===== src/rtl/pp_adder_pkg.sv =====
package pp_adder_pkg;

    typedef enum logic {
        TOPO_SPARSE = 1'b0,
        TOPO_DENSE  = 1'b1
    } topo_e;

    typedef struct packed {
        logic g;
        logic p;
    } gp_t;

    // Merge a lower-significance span (lo) with the adjacent higher one (hi).
    function automatic gp_t gp_merge(gp_t lo, gp_t hi);
        gp_t res;
        res.g = hi.g | (lo.g & hi.p);
        res.p = lo.p & hi.p;
        return res;
    endfunction

    function automatic int sparse_cells(int k);
        return 2 * k - 2 - $clog2(k);
    endfunction

    function automatic int dense_cells(int k);
        return k * $clog2(k) - k + 1;
    endfunction

endpackage


===== src/rtl/pp_merge_cell.sv =====
module pp_merge_cell
    import pp_adder_pkg::*;
(
    input  gp_t lo_span,
    input  gp_t hi_span,
    output gp_t merged
);
    assign merged = gp_merge(lo_span, hi_span);
endmodule


===== src/rtl/pp_bit_gp.sv =====
module pp_bit_gp
    import pp_adder_pkg::*;
#(
    parameter int K = 16
) (
    input  logic [K-1:0] op_a,
    input  logic [K-1:0] op_b,
    output gp_t  [K-1:0] bit_gp
);
    for (genvar i = 0; i < K; i++) begin : g_bit
        assign bit_gp[i].g = op_a[i] & op_b[i];
        assign bit_gp[i].p = op_a[i] ^ op_b[i];
    end
endmodule


===== src/rtl/pp_prefix_tree.sv =====
module pp_prefix_tree
    import pp_adder_pkg::*;
#(
    parameter int    K    = 16,
    parameter topo_e TOPO = TOPO_SPARSE
) (
    input  gp_t [K-1:0] bit_gp,
    output gp_t [K-1:0] pre_gp
);
    localparam int LG = $clog2(K);

    if (TOPO == TOPO_DENSE) begin : g_dense
        localparam int ROWS = LG + 1;
        gp_t [K-1:0] row [ROWS];

        assign row[0] = bit_gp;

        for (genvar lv = 0; lv < LG; lv++) begin : g_lvl
            localparam int DIST = 1 << lv;
            for (genvar i = 0; i < K; i++) begin : g_node
                if (i >= DIST) begin : g_cell
                    pp_merge_cell u_cell (
                        .lo_span (row[lv][i-DIST]),
                        .hi_span (row[lv][i]),
                        .merged  (row[lv+1][i])
                    );
                end else begin : g_pass
                    assign row[lv+1][i] = row[lv][i];
                end
            end
        end

        assign pre_gp = row[LG];
    end else begin : g_sparse
        localparam int ROWS = 2 * LG;
        gp_t [K-1:0] row [ROWS];

        assign row[0] = bit_gp;

        // Up-sweep: span doubles at each level on the right-most bit of a block.
        for (genvar lv = 0; lv < LG; lv++) begin : g_up
            localparam int DIST = 1 << lv;
            for (genvar i = 0; i < K; i++) begin : g_node
                if (((i + 1) % (2 * DIST)) == 0) begin : g_cell
                    pp_merge_cell u_cell (
                        .lo_span (row[lv][i-DIST]),
                        .hi_span (row[lv][i]),
                        .merged  (row[lv+1][i])
                    );
                end else begin : g_pass
                    assign row[lv+1][i] = row[lv][i];
                end
            end
        end

        // Down-sweep: fill the intermediate positions left incomplete.
        for (genvar dl = 0; dl < LG - 1; dl++) begin : g_down
            localparam int DIST = 1 << (LG - 2 - dl);
            localparam int SRC  = LG + dl;
            for (genvar i = 0; i < K; i++) begin : g_node
                if ((((i + 1) % (2 * DIST)) == DIST) && (i + 1 > DIST)) begin : g_cell
                    pp_merge_cell u_cell (
                        .lo_span (row[SRC][i-DIST]),
                        .hi_span (row[SRC][i]),
                        .merged  (row[SRC+1][i])
                    );
                end else begin : g_pass
                    assign row[SRC+1][i] = row[SRC][i];
                end
            end
        end

        assign pre_gp = row[ROWS-1];
    end
endmodule


===== src/rtl/pp_sum_stage.sv =====
module pp_sum_stage
    import pp_adder_pkg::*;
#(
    parameter int K = 16
) (
    input  gp_t  [K-1:0] bit_gp,
    input  gp_t  [K-1:0] pre_gp,
    input  logic         carry_in,
    output logic [K-1:0] sum,
    output logic         carry_out
);
    logic [K:0] carry;

    assign carry[0] = carry_in;

    for (genvar i = 0; i < K; i++) begin : g_pos
        assign carry[i+1] = pre_gp[i].g | (carry_in & pre_gp[i].p);
        assign sum[i]     = bit_gp[i].p ^ carry[i];
    end

    assign carry_out = carry[K];
endmodule


===== src/rtl/pp_adder.sv =====
module pp_adder
    import pp_adder_pkg::*;
#(
    parameter int    K    = 16,
    parameter topo_e TOPO = TOPO_SPARSE
) (
    input  logic [K-1:0] op_a,
    input  logic [K-1:0] op_b,
    input  logic         carry_in,
    output logic [K-1:0] sum,
    output logic         carry_out
);
    gp_t [K-1:0] bit_gp;
    gp_t [K-1:0] pre_gp;

    pp_bit_gp #(.K(K)) u_bits (
        .op_a   (op_a),
        .op_b   (op_b),
        .bit_gp (bit_gp)
    );

    pp_prefix_tree #(.K(K), .TOPO(TOPO)) u_tree (
        .bit_gp (bit_gp),
        .pre_gp (pre_gp)
    );

    pp_sum_stage #(.K(K)) u_sum (
        .bit_gp    (bit_gp),
        .pre_gp    (pre_gp),
        .carry_in  (carry_in),
        .sum       (sum),
        .carry_out (carry_out)
    );
endmodule


===== config.mk =====
export PLATFORM = sky130hd
export DESIGN_NAME = pp_adder
export DESIGN_NICKNAME = d
export VERILOG_FILES = /design/src/rtl/pp_adder_pkg.sv /design/src/rtl/pp_merge_cell.sv /design/src/rtl/pp_bit_gp.sv /design/src/rtl/pp_prefix_tree.sv /design/src/rtl/pp_sum_stage.sv /design/src/rtl/pp_adder.sv
export SDC_FILE = /design/constraint.sdc
export NUM_CORES = 1
export LEC_CHECK = 0
export ABC_AREA = 1
export CORE_MARGIN = 3
export CORE_UTILIZATION = 40
export DETAILED_ROUTE_END_ITERATION = 7
export DONT_BUFFER_PORTS = 1
export GPL_ROUTABILITY_DRIVEN = 0
export PLACE_DENSITY_LB_ADDON = 0.05
export SYNTH_ARGS = -nofsm -noshare
export SYNTH_HDL_FRONTEND = slang
export SYNTH_SLANG_ARGS = --single-unit

===== constraint.sdc =====
create_clock -name vclk -period 2.27
set_input_delay 0.454 -clock vclk [all_inputs]
set_output_delay 0.454 -clock vclk [all_outputs]
set_load 0.005 [all_outputs]

# [After elaboration in Yosys (flattened, before gate mapping)]
# Index checks and enable logic that the tools add are counted.
[totals] out_inout_bits=17 word_cells=158 register_bits=0
[classes] bitwise=158
[op_table] cell="1-bit AND" count=84
[op_table] cell="1-bit bitwise OR" count=42
[op_table] cell="1-bit bitwise XOR" count=32

# [Depth between registers and ports, before layout]
# Gate-level depths: netlist (run 1).
[logic_depth] word_depth=15 mapped_depth=15

# [By module]
# Synthesis (run 1) repeated with hierarchy kept, for this count alone.
[hier_totals] cells_unflattened=257 hier_area_um2=1183.6
[by_module_without_submodules] module="pp_merge_cell" instances=26 cells_each=5 area_each_um2=18.8
[by_module_without_submodules] module="pp_sum_stage" instances=1 cells_each=109 area_each_um2=480.5
[by_module_without_submodules] module="pp_bit_gp" instances=1 cells_each=16 area_each_um2=200.2
[by_module_without_submodules] module="pp_prefix_tree" instances=1 cells_each=2 area_each_um2=15.0

# [Least setup slack after synthesis (run 1)]
# Ideal clock, no wire load.
[synth_path] kind="in2out" from="input op_a[2]" to="output sum[7]" t_arrival_ps=1618 cell_stages=13 path_slack_ps=198 required_time_ps=1816 path_cell_list="ha_1 > nand2_1 > inv_1 > nand2_1 > nand2_1 > a21oi_1 > o21bai_2 > nand2_1 > nand2_1 > nand2_1 > nand2_1 > nand2_1 > nand2_1"
[synth_between] elab_chain_len=10 elab_cells_between_ends=17
[synth_lines] item="start: declaration" line_no="pp_adder.sv:7" rtl="input logic [K-1:0] op_a,"
[synth_lines] item="1-bit AND / 1-bit bitwise XOR (equally long branches)" line_no="pp_bit_gp.sv:11, pp_bit_gp.sv:12"
[synth_lines] item="1-bit AND (on tied branches)" line_no="pp_adder_pkg.sv:16, pp_adder_pkg.sv:17"
[synth_lines] item="1-bit bitwise OR / 1-bit AND (equally long branches)" line_no="pp_adder_pkg.sv:16" rtl="res.g = hi.g | (lo.g & hi.p);"
[synth_lines] item="1-bit bitwise OR" line_no="pp_adder_pkg.sv:16"
[synth_lines] item="1-bit AND" line_no="pp_adder_pkg.sv:16"
[synth_lines] item="1-bit bitwise OR" line_no="pp_adder_pkg.sv:16"
[synth_lines] item="1-bit AND" line_no="pp_adder_pkg.sv:16"
[synth_lines] item="1-bit bitwise OR" line_no="pp_adder_pkg.sv:16"
[synth_lines] item="1-bit bitwise OR *" line_no="pp_sum_stage.sv:17" rtl="assign carry[i+1] = pre_gp[i].g | (carry_in & pre_gp[i].p);"
[synth_lines] item="1-bit bitwise XOR *" line_no="pp_sum_stage.sv:18" rtl="assign sum[i] = bit_gp[i].p ^ carry[i];"
[synth_lines] item="end: declaration" line_no="pp_adder.sv:10" rtl="output logic [K-1:0] sum,"
# Every way passes the cells marked *; elsewhere a longest branch is shown, timed or not.

# [Worst setup path after layout (run 1)]
[layout_path] from="input op_a[3]" to="output carry_out"
[layout_between] elab_chain_len=9 elab_cells_between_ends=16
[layout_lines] item="1-bit bitwise XOR" line_no="pp_bit_gp.sv:12" rtl="assign bit_gp[i].p = op_a[i] ^ op_b[i];"
[layout_lines] item="1-bit AND (on tied branches)" line_no="pp_adder_pkg.sv:16, pp_adder_pkg.sv:17"
[layout_lines] item="1-bit bitwise OR / 1-bit AND (equally long branches)" line_no="pp_adder_pkg.sv:16"
[layout_lines] item="1-bit bitwise OR" line_no="pp_adder_pkg.sv:16"
[layout_lines] item="1-bit AND" line_no="pp_adder_pkg.sv:16"
[layout_lines] item="1-bit bitwise OR" line_no="pp_adder_pkg.sv:16"
[layout_lines] item="1-bit AND" line_no="pp_adder_pkg.sv:16"
[layout_lines] item="1-bit bitwise OR" line_no="pp_adder_pkg.sv:16"
[layout_lines] item="1-bit bitwise OR *" line_no="pp_sum_stage.sv:17"
[layout_lines] item="end: declaration" line_no="pp_adder.sv:11" rtl="output logic carry_out"
# Marks and branches as above.

==> summary.txt, run 1 <==
Die
  – Die Ht: 47.3 um
  – Die area: 2230 um^2
  – Ports: 50
  – Starting Density: 43.7%
  – Core Area: 1560 um^2
  – Die X: 47.3 um
  – Number of core rows: 14

Finish
  – Fillers: 158
  – Non-Filler Instances: 125
  – Register area: 0 um^2
  – Seq cells: 0
  – Share of layout cells above drive strength 1: 19.3%
  – Layout Area Growth over Synthesis: 10.5%
  – # diodes: 0
  – Clock buffer cells: 0
  – Area of the multi-input gates: 646 um^2
  – Final net count: 161

Route
  – Post-route DRC: 0
  – Mean routed wirelength per cell: 10.3 um
  – Pre-antenna DRT Iters: 4
  – DR vias: 630
  – DR iter-0 viols: 5
  – Post-DRT Antenna Nets: 0
  – WL final: 1290 um
  – Vias per cell: 5.04

Placed design
  – Buffers on Ports: 0
  – Placed cell count: 124
  – DP Worst Slack: 0.101 ns
  – Post-DP HPWL: 1210 um

Outcome
  – Status: finished clean

STA
  – Fin crit share: 94.5%
  – Max-slew headroom: 82.1%
  – Highest clock rate: 466 MHz
  – WHS: 1.11 ns
  – Final Hold Violating Endpoints: 0
  – Min cycle time layout: 2.14 ns
  – Least-Margin Pin Slew: 0.267 ns
  – Final setup fails: 0
  – Final Max Tran Viols: 0
  – PnR worst setup slack: 0.125 ns

Worst hold path
  – WHS Path Cells: 2
  – HP Start: op_b[2]
  – Worst Hold Class: input port to primary output
  – Min-Delay Endpoint: sum[2]

Power
  – Switch share: 57.6%
  – Internal: 0.0000849 W
  – Switching pwr: 0.000115 W
  – Power share of the sequential group: 0%
  – Peak VDD IR: 0.000115 V
  – Comb power frac: 100.0%
  – Pwr/cell area: 266 nW/um^2
  – Clock Power Share: 0%
  – Leak: 0.425 nW

Setup path
  – WP data arrival: 1.69 ns
  – Setup crit start kind: input port
  – Critical Path RT: 1.82 ns
  – Worst Path Max Fanout: 3
  – Worst Setup End Kind: primary output
  – Worst setup path category: input port to primary output

Job
  – MaxCap Viol Count: 0

Global routing
  – Overall routing resource usage: 9.72%
  – First-pass GRT wire length: 1700 um
  – Largest net degree at the start of global routing: 5
  – Initial antenna violation count: 0
  – Total gr overflow: 0
  – Vias in the first global route: 436

Synth
  – Post-synth top area cell: ha_1
  – Mean post-synth cell area: 6.36 um^2
  – Most instantiated cells after synthesis: nand2_1, inv_1, ha_1, nand2_2, xor2_1
  – Netlist cell types: 15
  – Most common cell in the netlist: nand2_1
  – Synth warnings: 0
  – Mapped Cells: 107
  – Most area-consuming cells after synthesis: ha_1, nand2_1, xor2_1
  – Syn_nets: 157
  – Mapped Area: 681 um^2
  – Synth top area share: 29.4%
  – Seq/Total Area, Yosys: 0%
## through the flow
stage | total power (W) | instance area, um^2 | setup TNS, ns | util, %
2_1_floorplan | 0.000164 | 681 | 0 | -
3_3_place_gp | 0.000189 | 708 | 0 | 45.4
6_report | 0.000200 | 752 | 0 | 48.2
5_1_grt | 0.000232 | 752 | -0.00337 | 48.2
3_5_place_dp | 0.000192 | 708 | 0 | 45.4
4_1_cts | 0.000193 | 708 | 0 | 45.4
## layout make-up
cell class / instances / area share (%)
Timing Repair Buffer: 2 / 2.00
Tap cell: 16 / 2.66
Multi-Input combinational cell: 88 / 85.9
Inverter: 19 / 9.48
## critical path: stages
cell and delay, ns:
ha_1 0.32, nand2_2 0.09, inv_1 0.04, nand2_1 0.06
nand2_1 0.07, nand2_1 0.08, nand3_2 0.09, nand2_2 0.07
nand2_2 0.07, nand2_2 0.07, nand2_2 0.06, nand2_2 0.07
nand2_2 0.05, nand2_1 0.05, nand2_1 0.06
## how the worst max path moves through the flow
stage	start	to	slack, ns
after floorplan	op_a[2]	sum[7]	0.20
after CTS	op_a[2]	sum[7]	0.10
after global placement	op_a[5]	sum[11]	0.13
after global routing	op_a[7]	carry_out	-0.003
final	op_a[3]	carry_out	0.13
after detailed placement	op_a[2]	sum[7]	0.10
## repair_timing
item / 4_1_cts / 5_1_grt
setup endpoints to repair: 0 / 6
resized for setup: 0 / 6
hold endpoints to repair: 0 / 0
setup buffers: 0 / 1
hold buffers: 0 / 0
## power groups by stage
stage | Clock [W] | Sequential (W) | Combinational [W]
finish | 0 | 0 | 0.000200
global route | 0 | 0 | 0.000232
CTS | 0 | 0 | 0.000193
detailed placement | 0 | 0 | 0.000192
global placement | 0 | 0 | 0.000189
floorplan | 0 | 0 | 0.000164
## placed cells by master, fill, tap and decap left out, drive strengths merged, types with 2 or more instances in the layout
cell type  netlist  final
a21oi            7      7
xor2             9      9
buf              0      2
nand3            5      5
inv             19     19
nor2             4      4
o21bai           2      2
ha              16     16
nand2           40     40
xnor2            3      3
## per-layer routing
layer	share of wire, %	up-vias	global-route usage, %
met3	8.9	0	0.766
met4	0	0	0
met2	48	27	17.6
li1	-	342	-
met1	43	261	13.1
met5	0	-	0
## cells by family (layout without fill, tap and decap cells)
kind of cell | count (synthesis) | after routing | synth area share [%]
buf+inv | 19 | 21 | 10.5
fa+ha+maj | 17 | 17 | 32.4
simple gates | 49 | 49 | 32.7
xor+xnor | 12 | 12 | 15.4
compound gates | 10 | 10 | 9.01
No activity file was read; power rests on OpenSTA's default activity.
==> run 2, diff against run 1 <==
--- a/config.mk
+++ b/config.mk
@@ -6,12 +6,13 @@
 export NUM_CORES = 1
 export LEC_CHECK = 0
 export ABC_AREA = 1
+export BUFFER_PORTS_ARGS = -buffer_cell sky130_fd_sc_hd__buf_2
 export CORE_MARGIN = 3
 export CORE_UTILIZATION = 40
 export DETAILED_ROUTE_END_ITERATION = 7
-export DONT_BUFFER_PORTS = 1
 export GPL_ROUTABILITY_DRIVEN = 0
-export PLACE_DENSITY_LB_ADDON = 0.05
+export PLACE_DENSITY = 0.79
+export SLEW_MARGIN = 10
 export SYNTH_ARGS = -nofsm -noshare
 export SYNTH_HDL_FRONTEND = slang
 export SYNTH_SLANG_ARGS = --single-unit
==> run 2 against run 1 <==
  * The flow now finishes with violations (setup timing)
  * Final area grew 62%
  * Maximum frequency shrank 7.6%
  * Clock-buffer cell count is the same
  * Global-route usage grew 5.7 points
  * Total power grew 78%
  * Combinational power grew 78%
  * Sequential share of layout area is the same
  * Critical path type unchanged
==> summary.txt, run 2 (synthesis results as in run 1) <==
STA
  – Final Hold Violating Endpoints: 0 (unchanged)
  – Setup repair after global routing missed its margin: true
  – Least-Margin Pin Slew: 0.259 ns (-0.00822 ns)
  – Min cycle time layout: 2.32 ns (+0.176 ns)
  – Highest clock rate: 431 MHz (-7.6%)
  – Max-slew headroom: 82.7% (+0.66 points)
  – Total negative slack: -0.0917 ns (-0.0917 ns)
  – Final Max Tran Viols: 0 (unchanged)
  – PnR worst setup slack: -0.0506 ns (-0.176 ns)
  – Fin crit share: 102% (+7.7 points)
  – Final setup fails: 4 (+4)

Finish
  – Register area: 0 um^2 (unchanged)
  – Seq cells: 0 (unchanged)
  – Commonest non-fill, non-tap cell in the layout: buf_2
  – Finished Core Util: 78.2% (+30 points)
  – Final net count: 225 (+40%)
  – Share of layout cells above drive strength 1: 53.2% (+34 points)
  – Commonest non-fill, non-tap cells in the layout: buf_2, nand2_1, inv_1, buf_4
  – Clock buffer cells: 0 (unchanged)
  – Fillers: 124 (-22%)
  – Layout Area Growth over Synthesis: 79.0%
  – # diodes: 0 (unchanged)

Global routing
  – M1 GR Usage: 18.0% (+4.9 points)
  – First-pass GRT wire length: 2650 um (+56%)
  – Total gr overflow: 0 (unchanged)
  – Vias in the first global route: 709 (+63%)
  – Overall routing resource usage: 15.4% (+5.7 points)
  – M2 GR Usage: 31.8% (+14 points)
  – Largest net degree at the start of global routing: 5 (unchanged)
  – GRT busiest layer: met2
  – Initial antenna violation count: 0 (unchanged)
  – Met3 Track Usage GR: 0.383% (-0.38 points)

Route
  – Vias per cell: 4.66 (-7.5%)
  – Post-DRT Antenna Nets: 0 (unchanged)
  – WL final: 1950 um (+51%)
  – Mean routed wirelength per cell: 10.3 um (about the same)
  – Pre-antenna DRT Iters: 4 (unchanged)
  – Post-route DRC: 0 (unchanged)
  – DR vias: 881 (+40%)
  – DR iter-0 viols: 6 (+1)

Outcome
  – Failing checks: setup timing
  – Status: finished with violations

Setup path
  – Worst Setup End Kind: primary output
  – WP data arrival: 1.87 ns (+0.18 ns)
  – CP max-delay cell: ha_4
  – CP bufs+invs: 3 (+2)
  – Slowest stage delay, CP: 0.24 ns (-0.08 ns)
  – CP delay by family, top: simple AND/OR/NAND/NOR gates
  – Setup crit start kind: input port
  – Ordered list of cells on the worst path: buf_8 > ha_4 > nand2_1 > nand2_1 > nand2_1 > nand2_1 > nand2_1 > nand3_2 > nand2_2 > nand2_4 > nand2_2 > nand2_2 > buf_4 > xor2_1 > buf_2
  – Most used cell, CP: nand2_1
  – Worst Path Max Fanout: 3 (unchanged)
  – Critical Path RT: 1.82 ns (about the same)
  – Worst setup path category: input port to primary output

Die
  – Die area: 2230 um^2 (unchanged)
  – Number of core rows: 14 (unchanged)
  – Core Area: 1560 um^2 (unchanged)
  – Ports: 50 (unchanged)
  – Starting Density: 43.7% (unchanged)
  – Die X: 47.3 um (unchanged)
  – Die Ht: 47.3 um (unchanged)

Clock network
  – Number of hold buffers added after cts: 0 (unchanged)

Power
  – Peak VDD IR: 0.000195 V (+70%)
  – Leak: 0.714 nW (+68%)
  – Pwr/cell area: 293 nW/um^2 (+9.9%)
  – Final Power: 0.000357 W (+78%)

Worst hold path
  – Worst Hold Class: input port to primary output

Job
  – MaxCap Viol Count: 0 (unchanged)

Placed design
  – Post-DP HPWL: 1490 um (+23%)
  – DP Worst Slack: -0.107 ns (-0.208 ns)
  – Buffers on Ports: 50 (+50)
run 2: stage by stage:
step	hold slack, ns	area, um^2	instances
after floorplan	1.11	681	107
after global placement	1.29	1040	185
after detailed placement	1.30	1040	185
after CTS	1.31	1140	187
after global routing	1.32	1220	189
final	1.29	1220	189
run 2: layout make-up:
class              count  area (um^2)  share of cell area [%]
multi-input cells     88          728                    59.8
repair buffers        66          399                    32.8
well taps             16         20.0                    1.64
inverters             19         71.3                    5.85
run 2: path summary, 6_finish.rpt:
check | startpoint | endpoint | slack (ns) | cells after the start
worst max-delay path | op_b[1] | sum[14] | -0.05 | 15
worst min-delay path | op_b[15] | carry_out | 1.29 | 5
run 2: power breakdown:
group / total, W / leakage, nW / switching [W] / internal, W
Combinational: 0.000357 / 0.714 / 0.000163 / 0.000194
Clock: 0 / 0 / 0 / 0
Sequential: 0 / 0 / 0 / 0
run 2: what timing repair did:
item,in CTS,in global routing
endpoints found under the hold margin,0,0
resized for setup,9,13
pin swaps,14,15
setup endpoints to repair,9,11
buffers inserted,2,2
run 2: layer usage:
metal	part of all wire, %	routed length [um]
met1	39	759
met3	3.3	65
met5	0	0
met2	58	1120
met4	0	0
